## src/rtl/ilv_refill_pkg.sv

```systemverilog
package ilv_refill_pkg;
  typedef enum logic [2:0] {
    S_IDLE,
    S_ADDR,
    S_ISSUE,
    S_WAIT,
    S_XFER
  } seq_state_e;
endpackage

```

## src/rtl/ilv_refill_seq.sv

```systemverilog
module ilv_refill_seq
  import ilv_refill_pkg::*;
#(
  parameter int NB         = 4,
  parameter int ADDR_CYC   = 4,
  parameter int XFER_CYC   = 4,
  parameter bit INTERLEAVE = 1'b1,
  localparam int IDX_W     = $clog2(NB),
  localparam int MAXC      = (ADDR_CYC > XFER_CYC) ? ADDR_CYC : XFER_CYC,
  localparam int CNT_W     = $clog2(MAXC + 1)
) (
  input  logic             clk,
  input  logic             rst_n,
  input  logic             req_fire,
  input  logic             rsp_ready,
  input  logic [NB-1:0]    bank_rvalid,
  output logic             idle,
  output logic [IDX_W-1:0] beat,
  output logic [NB-1:0]    bank_en,
  output logic [NB-1:0]    capture,
  output logic             rsp_valid,
  output logic             rsp_last
);
  seq_state_e          state;
  logic [CNT_W-1:0]    cnt;
  logic [NB-1:0]       pending;
  logic [NB-1:0]       issue_mask;
  logic [NB-1:0]       still_open;

  generate
    if (INTERLEAVE) begin : g_all_banks
      assign issue_mask = {NB{1'b1}};
    end else begin : g_one_bank
      assign issue_mask = NB'(1) << beat;
    end
  endgenerate

  assign still_open = pending & ~bank_rvalid;
  assign idle       = (state == S_IDLE);
  assign bank_en    = (state == S_ISSUE) ? issue_mask : '0;
  assign capture    = (state == S_WAIT) ? (pending & bank_rvalid) : '0;
  assign rsp_valid  = (state == S_XFER) && (cnt == '0);
  assign rsp_last   = rsp_valid && (beat == IDX_W'(NB - 1));

  always_ff @(posedge clk) begin
    if (!rst_n) begin
      state   <= S_IDLE;
      cnt     <= '0;
      beat    <= '0;
      pending <= '0;
    end else begin
      unique case (state)
        S_IDLE: if (req_fire) begin
          state <= S_ADDR;
          cnt   <= CNT_W'(ADDR_CYC - 1);
          beat  <= '0;
        end
        S_ADDR: if (cnt == '0) state <= S_ISSUE;
                else           cnt   <= cnt - 1'b1;
        S_ISSUE: begin
          pending <= issue_mask;
          state   <= S_WAIT;
        end
        S_WAIT: begin
          pending <= still_open;
          if (still_open == '0) begin
            state <= S_XFER;
            cnt   <= CNT_W'(XFER_CYC - 1);
          end
        end
        S_XFER: begin
          if (cnt != '0) begin
            cnt <= cnt - 1'b1;
          end else if (rsp_ready) begin
            if (beat == IDX_W'(NB - 1)) begin
              state <= S_IDLE;
            end else begin
              beat <= beat + 1'b1;
              if (INTERLEAVE) begin
                cnt <= CNT_W'(XFER_CYC - 1);
              end else begin
                state <= S_ADDR;
                cnt   <= CNT_W'(ADDR_CYC - 1);
              end
            end
          end
        end
        default: state <= S_IDLE;
      endcase
    end
  end
endmodule

```

## src/rtl/ilv_line_buf.sv

```systemverilog
module ilv_line_buf #(
  parameter int NB     = 4,
  parameter int DATA_W = 64,
  localparam int IDX_W = $clog2(NB)
) (
  input  logic               clk,
  input  logic               rst_n,
  input  logic [NB-1:0]      capture,
  input  logic [NB*DATA_W-1:0] bank_rdata,
  input  logic [IDX_W-1:0]   sel,
  output logic [DATA_W-1:0]  word_out
);
  logic [DATA_W-1:0] words [NB];

  for (genvar b = 0; b < NB; b++) begin : g_slot
    always_ff @(posedge clk) begin
      if (!rst_n)          words[b] <= '0;
      else if (capture[b]) words[b] <= bank_rdata[b*DATA_W +: DATA_W];
    end
  end

  assign word_out = words[sel];
endmodule

```

## src/rtl/interleaved_refill_ctrl.sv

```systemverilog
module interleaved_refill_ctrl #(
  parameter int NB         = 4,
  parameter int DATA_W     = 64,
  parameter int ADDR_W     = 32,
  parameter int ADDR_CYC   = 4,
  parameter int XFER_CYC   = 4,
  parameter bit INTERLEAVE = 1'b1,
  localparam int IDX_W     = $clog2(NB),
  localparam int OFF_W     = $clog2(NB * DATA_W / 8),
  localparam int ROW_W     = ADDR_W - OFF_W
) (
  input  logic                 clk,
  input  logic                 rst_n,
  input  logic                 req_valid,
  output logic                 req_ready,
  input  logic [ADDR_W-1:0]    req_addr,
  output logic                 rsp_valid,
  input  logic                 rsp_ready,
  output logic [DATA_W-1:0]    rsp_data,
  output logic                 rsp_last,
  output logic [NB-1:0]        bank_en,
  output logic [ROW_W-1:0]     bank_row,
  input  logic [NB*DATA_W-1:0] bank_rdata,
  input  logic [NB-1:0]        bank_rvalid
);
  logic             req_fire;
  logic [IDX_W-1:0] beat;
  logic [NB-1:0]    capture;
  logic [ROW_W-1:0] row_q;
  logic             unused_offset;

  assign unused_offset = ^req_addr[OFF_W-1:0];
  assign req_fire      = req_valid && req_ready;
  assign bank_row      = row_q;

  always_ff @(posedge clk) begin
    if (!rst_n)        row_q <= '0;
    else if (req_fire) row_q <= req_addr[ADDR_W-1:OFF_W];
  end

  ilv_refill_seq #(
    .NB(NB), .ADDR_CYC(ADDR_CYC), .XFER_CYC(XFER_CYC), .INTERLEAVE(INTERLEAVE)
  ) u_seq (
    .clk(clk), .rst_n(rst_n), .req_fire(req_fire), .rsp_ready(rsp_ready),
    .bank_rvalid(bank_rvalid), .idle(req_ready), .beat(beat), .bank_en(bank_en),
    .capture(capture), .rsp_valid(rsp_valid), .rsp_last(rsp_last)
  );

  ilv_line_buf #(.NB(NB), .DATA_W(DATA_W)) u_buf (
    .clk(clk), .rst_n(rst_n), .capture(capture), .bank_rdata(bank_rdata),
    .sel(beat), .word_out(rsp_data)
  );
endmodule

```

## config.mk

```make
export PLATFORM = sky130hd
export DESIGN_NAME = interleaved_refill_ctrl
export DESIGN_NICKNAME = d
export VERILOG_FILES = /design/src/rtl/ilv_refill_pkg.sv /design/src/rtl/ilv_refill_seq.sv /design/src/rtl/ilv_line_buf.sv /design/src/rtl/interleaved_refill_ctrl.sv
export SDC_FILE = /design/constraint.sdc
export NUM_CORES = 1
export LEC_CHECK = 0
export ABC_CLOCK_PERIOD_IN_PS = 8100
export CAP_MARGIN = 0
export CORE_ASPECT_RATIO = 1.25
export CORE_MARGIN = 1
export CORE_UTILIZATION = 47
export CTS_BUF_LIST = sky130_fd_sc_hd__clkbuf_16
export DETAILED_ROUTE_END_ITERATION = 7
export GPL_TIMING_DRIVEN = 0
export PLACE_DENSITY_LB_ADDON = 0.12
export SYNTH_ARGS = -nofsm -noshare
export SYNTH_HDL_FRONTEND = slang
export SYNTH_SLANG_ARGS = --single-unit
```

## constraint.sdc

```tcl
create_clock -name clk -period 8.1 [get_ports clk]
set_input_delay 0.81 -clock clk [delete_from_list [all_inputs] [get_ports clk]]
set_output_delay 0.81 -clock clk [all_outputs]
set_load 0.02 [all_outputs]
```

==> results of run 1 <==
[worst paths after layout]
path | from | end
worst max-delay path | register | rsp_data[34]
worst min-delay path | bank_row[19] | bank_row[19]
worst max register to register | u_seq.state[0] | u_buf.words[3][44]
worst min register to register | bank_row[19] | bank_row[19]
[critical path, stage by stage (launching register included)]
cell,delay (ns)
dfxtp_1,0.30
clkbuf_1,0.51
buf_1,0.73
mux4_2,0.42
clkdlybuf4s50_1,0.59
[power by group through the flow]
stage | sequential (mW) | clock (mW) | combinational [mW]
2_1_floorplan | 1.84 | 0 | 0.261
3_3_place_gp | 1.83 | 0 | 0.584
3_5_place_dp | 1.81 | 0 | 0.608
4_1_cts | 1.78 | 1.41 | 0.611
5_1_grt | 1.79 | 1.46 | 0.652
6_report | 1.78 | 1.39 | 0.608
[routing by layer]
layer  part of all wire  global-route usage  wire, µm
met5             0.0011                   0        40
met2               0.53               0.459     18700
met3              0.082              0.0628      2920
met1               0.36               0.289     12700
met4              0.033               0.112      1190
[cell families (layout without fill, tap and decap cells)]
| group | after synthesis | after routing |
|---|---|---|
| flops | 297 | 297 |
| simple gates | 369 | 369 |
| mux | 67 | 67 |
| buf+inv | 60 | 516 |
| fa+ha+maj | 3 | 3 |
| other cells | 0 | 9 |
| compound gates | 50 | 50 |
[cell type report]
cell class / instances / area, µm² / area share
plain buffers: 56 / 244 / 0.0132
multi-input cells: 489 / 4120 / 0.223
clock inverters: 24 / 179 / 0.00968
diodes: 9 / 22.5 / 0.00122
flip-flops and latches: 297 / 8510 / 0.460
well taps: 345 / 432 / 0.0234
inverters: 4 / 15.0 / 0.000813
repair buffers: 399 / 4130 / 0.224
clock buffers: 33 / 826 / 0.0447
[stage by stage]
| stage | utilization | worst slack (ns) |
|---|---|---|
| 3_5_place_dp | 0.651 | 4.62 |
| 2_1_floorplan | - | 2.14 |
| 4_1_cts | 0.688 | 4.12 |
| 5_1_grt | 0.689 | 4.04 |
| 6_report | 0.689 | 4.19 |
| 3_3_place_gp | 0.640 | -2.37 |
[sequential cells by signal, indices dropped and copies added, names as in the netlist, named ones only]
name,cells
u_seq.pending,4
u_seq.beat,2
u_seq.cnt,3
u_seq.state,3
bank_row,27
u_buf.words,256
[cell usage in the layout (no fill, tap or decap), types with 3 or more instances in the layout]
cell type        instances
clkdlybuf4s50_1        388
and2_1                 257
edfxtp_1               256
nand2_1                 72
mux4_2                  64
dfxtp_1                 41
clkbuf_1                36
clkbuf_16               33
a21boi_0                27
buf_2                   12
nor2b_1                 10
diode_2                  9
clkinv_2                 8
inv_1                    7
buf_12                   7
nand2b_1                 6
nor2_1                   5
buf_1                    4
nor4b_1                  4
o21ai_4                  4
nor2_2                   4
a21oi_1                  4
buf_16                   4
o211a_1                  3
o211ai_2                 3
mux2i_1                  3
ha_1                     3
buf_4                    3
clkinvlp_4               3
clkinv_1                 3
==> results.json, run 1 <==
{
  "synthArstFlopShare": 0,
  "dr.first_iter.drc_count": 366,
  "setup_violations": 0,
  "synthCells": 846,
  "worstPathArrival_ns": 3.10,
  "start_util": 0.479,
  "p_sw_mw": 0.920,
  "grt_usage": 0.258,
  "fillers": 1955,
  "cts_buffer_depth": 3,
  "cap_viol_max_count": 0,
  "io_pins": 394,
  "max-vdd-ir-drop_uv": 190,
  "core_area_mm2": 0.0268,
  "maxSlewHeadroom": 0.378,
  "synth_compound_area_frac": 0.0319,
  "grt_pass1_wl_um": 53000,
  "fin_crit_ns": 3.91,
  "synth_cell_types": 41,
  "yosys-mux-area-fraction": 0.115,
  "max_freq_mhz": 256,
  "grt.overflow.total": 0,
  "grt_max_degree": 25,
  "cp-end-kind": "output pin",
  "die_x_um": 150,
  "synth.largest_area_cell": "edfxtp_1",
  "rows": 67,
  "sw_frac_of_total": 0.244,
  "first_global_vias": 9284,
  "placed_cell_area_mm2": 0.0175,
  "cts_buffers": 31,
  "htree_levels": 1,
  "portBuffers": 388,
  "clockPowerShare": 0.368,
  "path_clk_slew_ns": 0.06,
  "synthAdderAreaFrac": 0.00292,
  "min_path_type": "register to register",
  "power.density_mw_per_mm2": 205,
  "cts_hold_buf": 0,
  "clk_latency_ns": 0.55,
  "vias": 8515,
  "synth_top_area_share": 0.599,
  "synth.most_common_cell": "and2_1",
  "fin_cells": 1656,
  "routed_wl_um": 35600,
  "hold_viol_final": 0,
  "p_leak_nw": 6.68,
  "synthTopCellsByCount": "257 x and2_1, 256 x edfxtp_1, 72 x nand2_1",
  "syn_area_mm2": 0.0128,
  "antenna_found_initial": 12,
  "p_seq_frac": 0.472,
  "route.detailed.drc": 0,
  "yosys_register_bits": 297,
  "setup.worst_path.start_class": "register",
  "syn2layout_area_growth_pct": 43.9,
  "synthSimpleGateAreaFrac": 0.168,
  "synthFlopType": "edfxtp_1",
  "wl_per_cell_um": 21.5,
  "syn_nets": 1145,
  "outcome": "completed",
  "crit_type": "register to output pin",
  "drive_gt1_frac": 0.121,
  "timing.final.crit_share": 0.483,
  "synth_edf_count": 256,
  "setup_tns_ns": 0,
  "clock_sinks": 297,
  "critical_path.max_fanout": 10,
  "worst-r2r-setup-slack_ns": 5.50,
  "whs_ns": 0.460,
  "power_frac_comb": 0.161,
  "die_area_mm2": 0.0280,
  "placedCellCount": 1590,
  "synthTopCellsByArea": "edfxtp_1 60%, and2_1 13%, mux4_2 11%",
  "final_area_mm2": 0.0185,
  "viasPerCell": 5.14,
  "postCtsSetupBuffers": 0,
  "power_mw": 3.78,
  "cts_root_buf": "clkbuf_16",
  "reg2reg_depth": 4,
  "place_congestion": 0.884,
  "cts_tree": "done",
  "finClkSkew_ns": 0.0103,
  "tightest_slew_ns": 0.930,
  "internal-power_mw": 2.86,
  "ys.warnings.count": 0,
  "grt_setup_unrepaired": "false",
  "syn_area_per_cell_um2": 15.2,
  "synth_seq_area_share": 0.663,
  "ctsResizeCount": 0,
  "detail-route-antenna-nets": 0,
  "fp.dieH_um": 187,
  "drt_first_pass_iters": 4,
  "crit_required_ns": 7.29,
  "slew_violations": 0,
  "synthXorXnorAreaFrac": 0,
  "dp_hpwl_um": 26000,
  "synth_top_family_by_area": "simple AND/OR/NAND/NOR gates",
  "holdPathStages": 2,
  "finalNetCount": 1577
}
Note: power is estimated with default switching activity, not from simulation.
==> inputs of run 2 (changes only) <==
Settings changed: ABC_CLOCK_PERIOD_IN_PS 8100 to 3400, CORE_UTILIZATION 47 to 43.
Clock period 8.1 ns to 3.4 ns, I/O delays scaled along.
==> run 2 against run 1 <==
Sequential cell count unchanged; non-clock buffer count is the same; sequential power up 140%; clock power up 130%; sequential share of layout area down 0.12 points; critical endpoint is now rsp_data[4]; highest routed layer unchanged.
==> results.json, run 2 (same netlist as run 1, synthesis figures left out) <==
{
  "crit_buf_inv": 2,
  "finalNetCount": 1576,
  "min_path_type": "input port to register",
  "dr.first_iter.drc_count": 487,
  "largest_reg_flops": 256,
  "power.density_mw_per_mm2": 477,
  "cp_top_family": "buffers and inverters",
  "fp.dieH_um": 195,
  "syn2layout_area_growth_pct": 44.3,
  "critical_path.max_fanout": 10,
  "seqCellArea_mm2": 0.00851,
  "crit_slowest_cell": "dfxtp_1",
  "rows": 70,
  "tightest_slew_ns": 0.848,
  "placed_cell_area_mm2": 0.0176,
  "grt_max_degree": 25,
  "routed_wl_um": 35700,
  "setup.worst_path.start_class": "register",
  "clk_latency_ns": 0.55,
  "critPathMaxStageDelay_ns": 0.70,
  "route.detailed.drc": 0,
  "drive_gt1_frac": 0.117,
  "first_global_vias": 9089,
  "vias": 8441,
  "place_congestion": 0.808,
  "grt.overflow.total": 0,
  "antenna_found_initial": 10,
  "start_util": 0.438,
  "die_x_um": 157,
  "hold_viol_final": 0,
  "regMostFlops": "u_buf.words",
  "finClkSkew_ns": 0.0168,
  "cap_viol_max_count": 0,
  "timing.final.crit_share": 0.936,
  "viasPerCell": 4.95,
  "crit_type": "register to output pin",
  "cts_root_buf": "clkbuf_16",
  "portBuffers": 388,
  "dpl_worst_slack_ns": 0.218,
  "fillers": 2279,
  "fin_crit_ns": 3.18,
  "max_freq_mhz": 314,
  "dp_hpwl_um": 25900,
  "drt_first_pass_iters": 5,
  "layout_commonest_cell": "clkdlybuf4s50_1",
  "setup_violations": 0,
  "grt_setup_unrepaired": "false",
  "slew_violations": 0,
  "cts_hold_buf": 0,
  "setup_tns_ns": 0,
  "worstPathArrival_ns": 2.84,
  "path_clk_slew_ns": 0.07,
  "htree_levels": 1,
  "grt_usage": 0.235,
  "maxSlewHeadroom": 0.432,
  "cts_buffers": 30,
  "die_area_mm2": 0.0306,
  "crit_required_ns": 3.06,
  "io_pins": 394,
  "p_leak_nw": 6.70,
  "multiInputGateArea_mm2": 0.00412,
  "layout_common_cells": "388 x clkdlybuf4s50_1, 257 x and2_1, 256 x edfxtp_1",
  "clock_sinks": 297,
  "crit_chain": "clkbuf_1 > mux4_2 > clkdlybuf4s50_1",
  "outcome": "completed",
  "max-vdd-ir-drop_uv": 403,
  "cts_buffer_depth": 3,
  "placedCellCount": 1642,
  "wl_per_cell_um": 20.9,
  "cp-end-kind": "output pin",
  "fin_cells": 1705,
  "setup_ws_ns": 0.219,
  "cts_tree": "done",
  "core_area_mm2": 0.0293,
  "grt_pass1_wl_um": 52900,
  "final_area_mm2": 0.0185,
  "detail-route-antenna-nets": 0
}
## run 2: area by class of cell
cell class,instances,area share
plain buffers,55,0.0132
clock inverters,25,0.00851
clock buffers,31,0.0419
repair buffers,400,0.226
well taps,396,0.0267
diodes,8,0.00108
multi-input cells,489,0.222
inverters,4,0.000810
flip-flops and latches,297,0.459
## run 2: worst paths after layout
kind / startpoint / to / slack [ns] / depth (start not counted)
worst min register to register: bank_row[8] / bank_row[8] / 0.46 / 2
worst max-delay path: register / rsp_data[4] / 0.22 / 3
worst min-delay path: req_addr[20] / bank_row[15] / 0.34 / 3
worst max register to register: u_seq.state[0] / u_buf.words[0][4] / 0.82 / 6
## run 2: tightest hold or removal path, delay by kind of cell
family,cells,cell delay (ns)
AO/OA/AOI/OAI,1,0.06
buffers and inverters,1,0.40
AND/OR/NAND/NOR,1,0.05
## run 2: stage by stage
stage          hold WS [ns]  power (mW)  utilization
2_1_floorplan         0.472        5.01            -
3_3_place_gp          0.450        5.74        0.587
3_5_place_dp          0.457        5.78        0.599
4_1_cts               0.324        8.92        0.631
5_1_grt               0.336        9.17        0.631
6_report              0.345        8.84        0.631
## run 2: report_power, final
group | internal [mW] | switching, mW | total, mW
registers | 4.15 | 0.0939 | 4.24
clock network | 1.79 | 1.36 | 3.14
logic | 0.765 | 0.688 | 1.45
## run 2: routing by layer
layer | up-vias | wire length (µm) | track usage
li1 | 3932 | - | -
met1 | 4124 | 13200 | 0.272
met4 | 2 | 1040 | 0.0806
met2 | 328 | 18700 | 0.424
met3 | 55 | 2830 | 0.0546
met5 | - | 17 | 0
## run 2: timing repair
action	CTS	global route
resized for setup	4	0
endpoints found under the setup margin	56	0
setup buffers	0	0
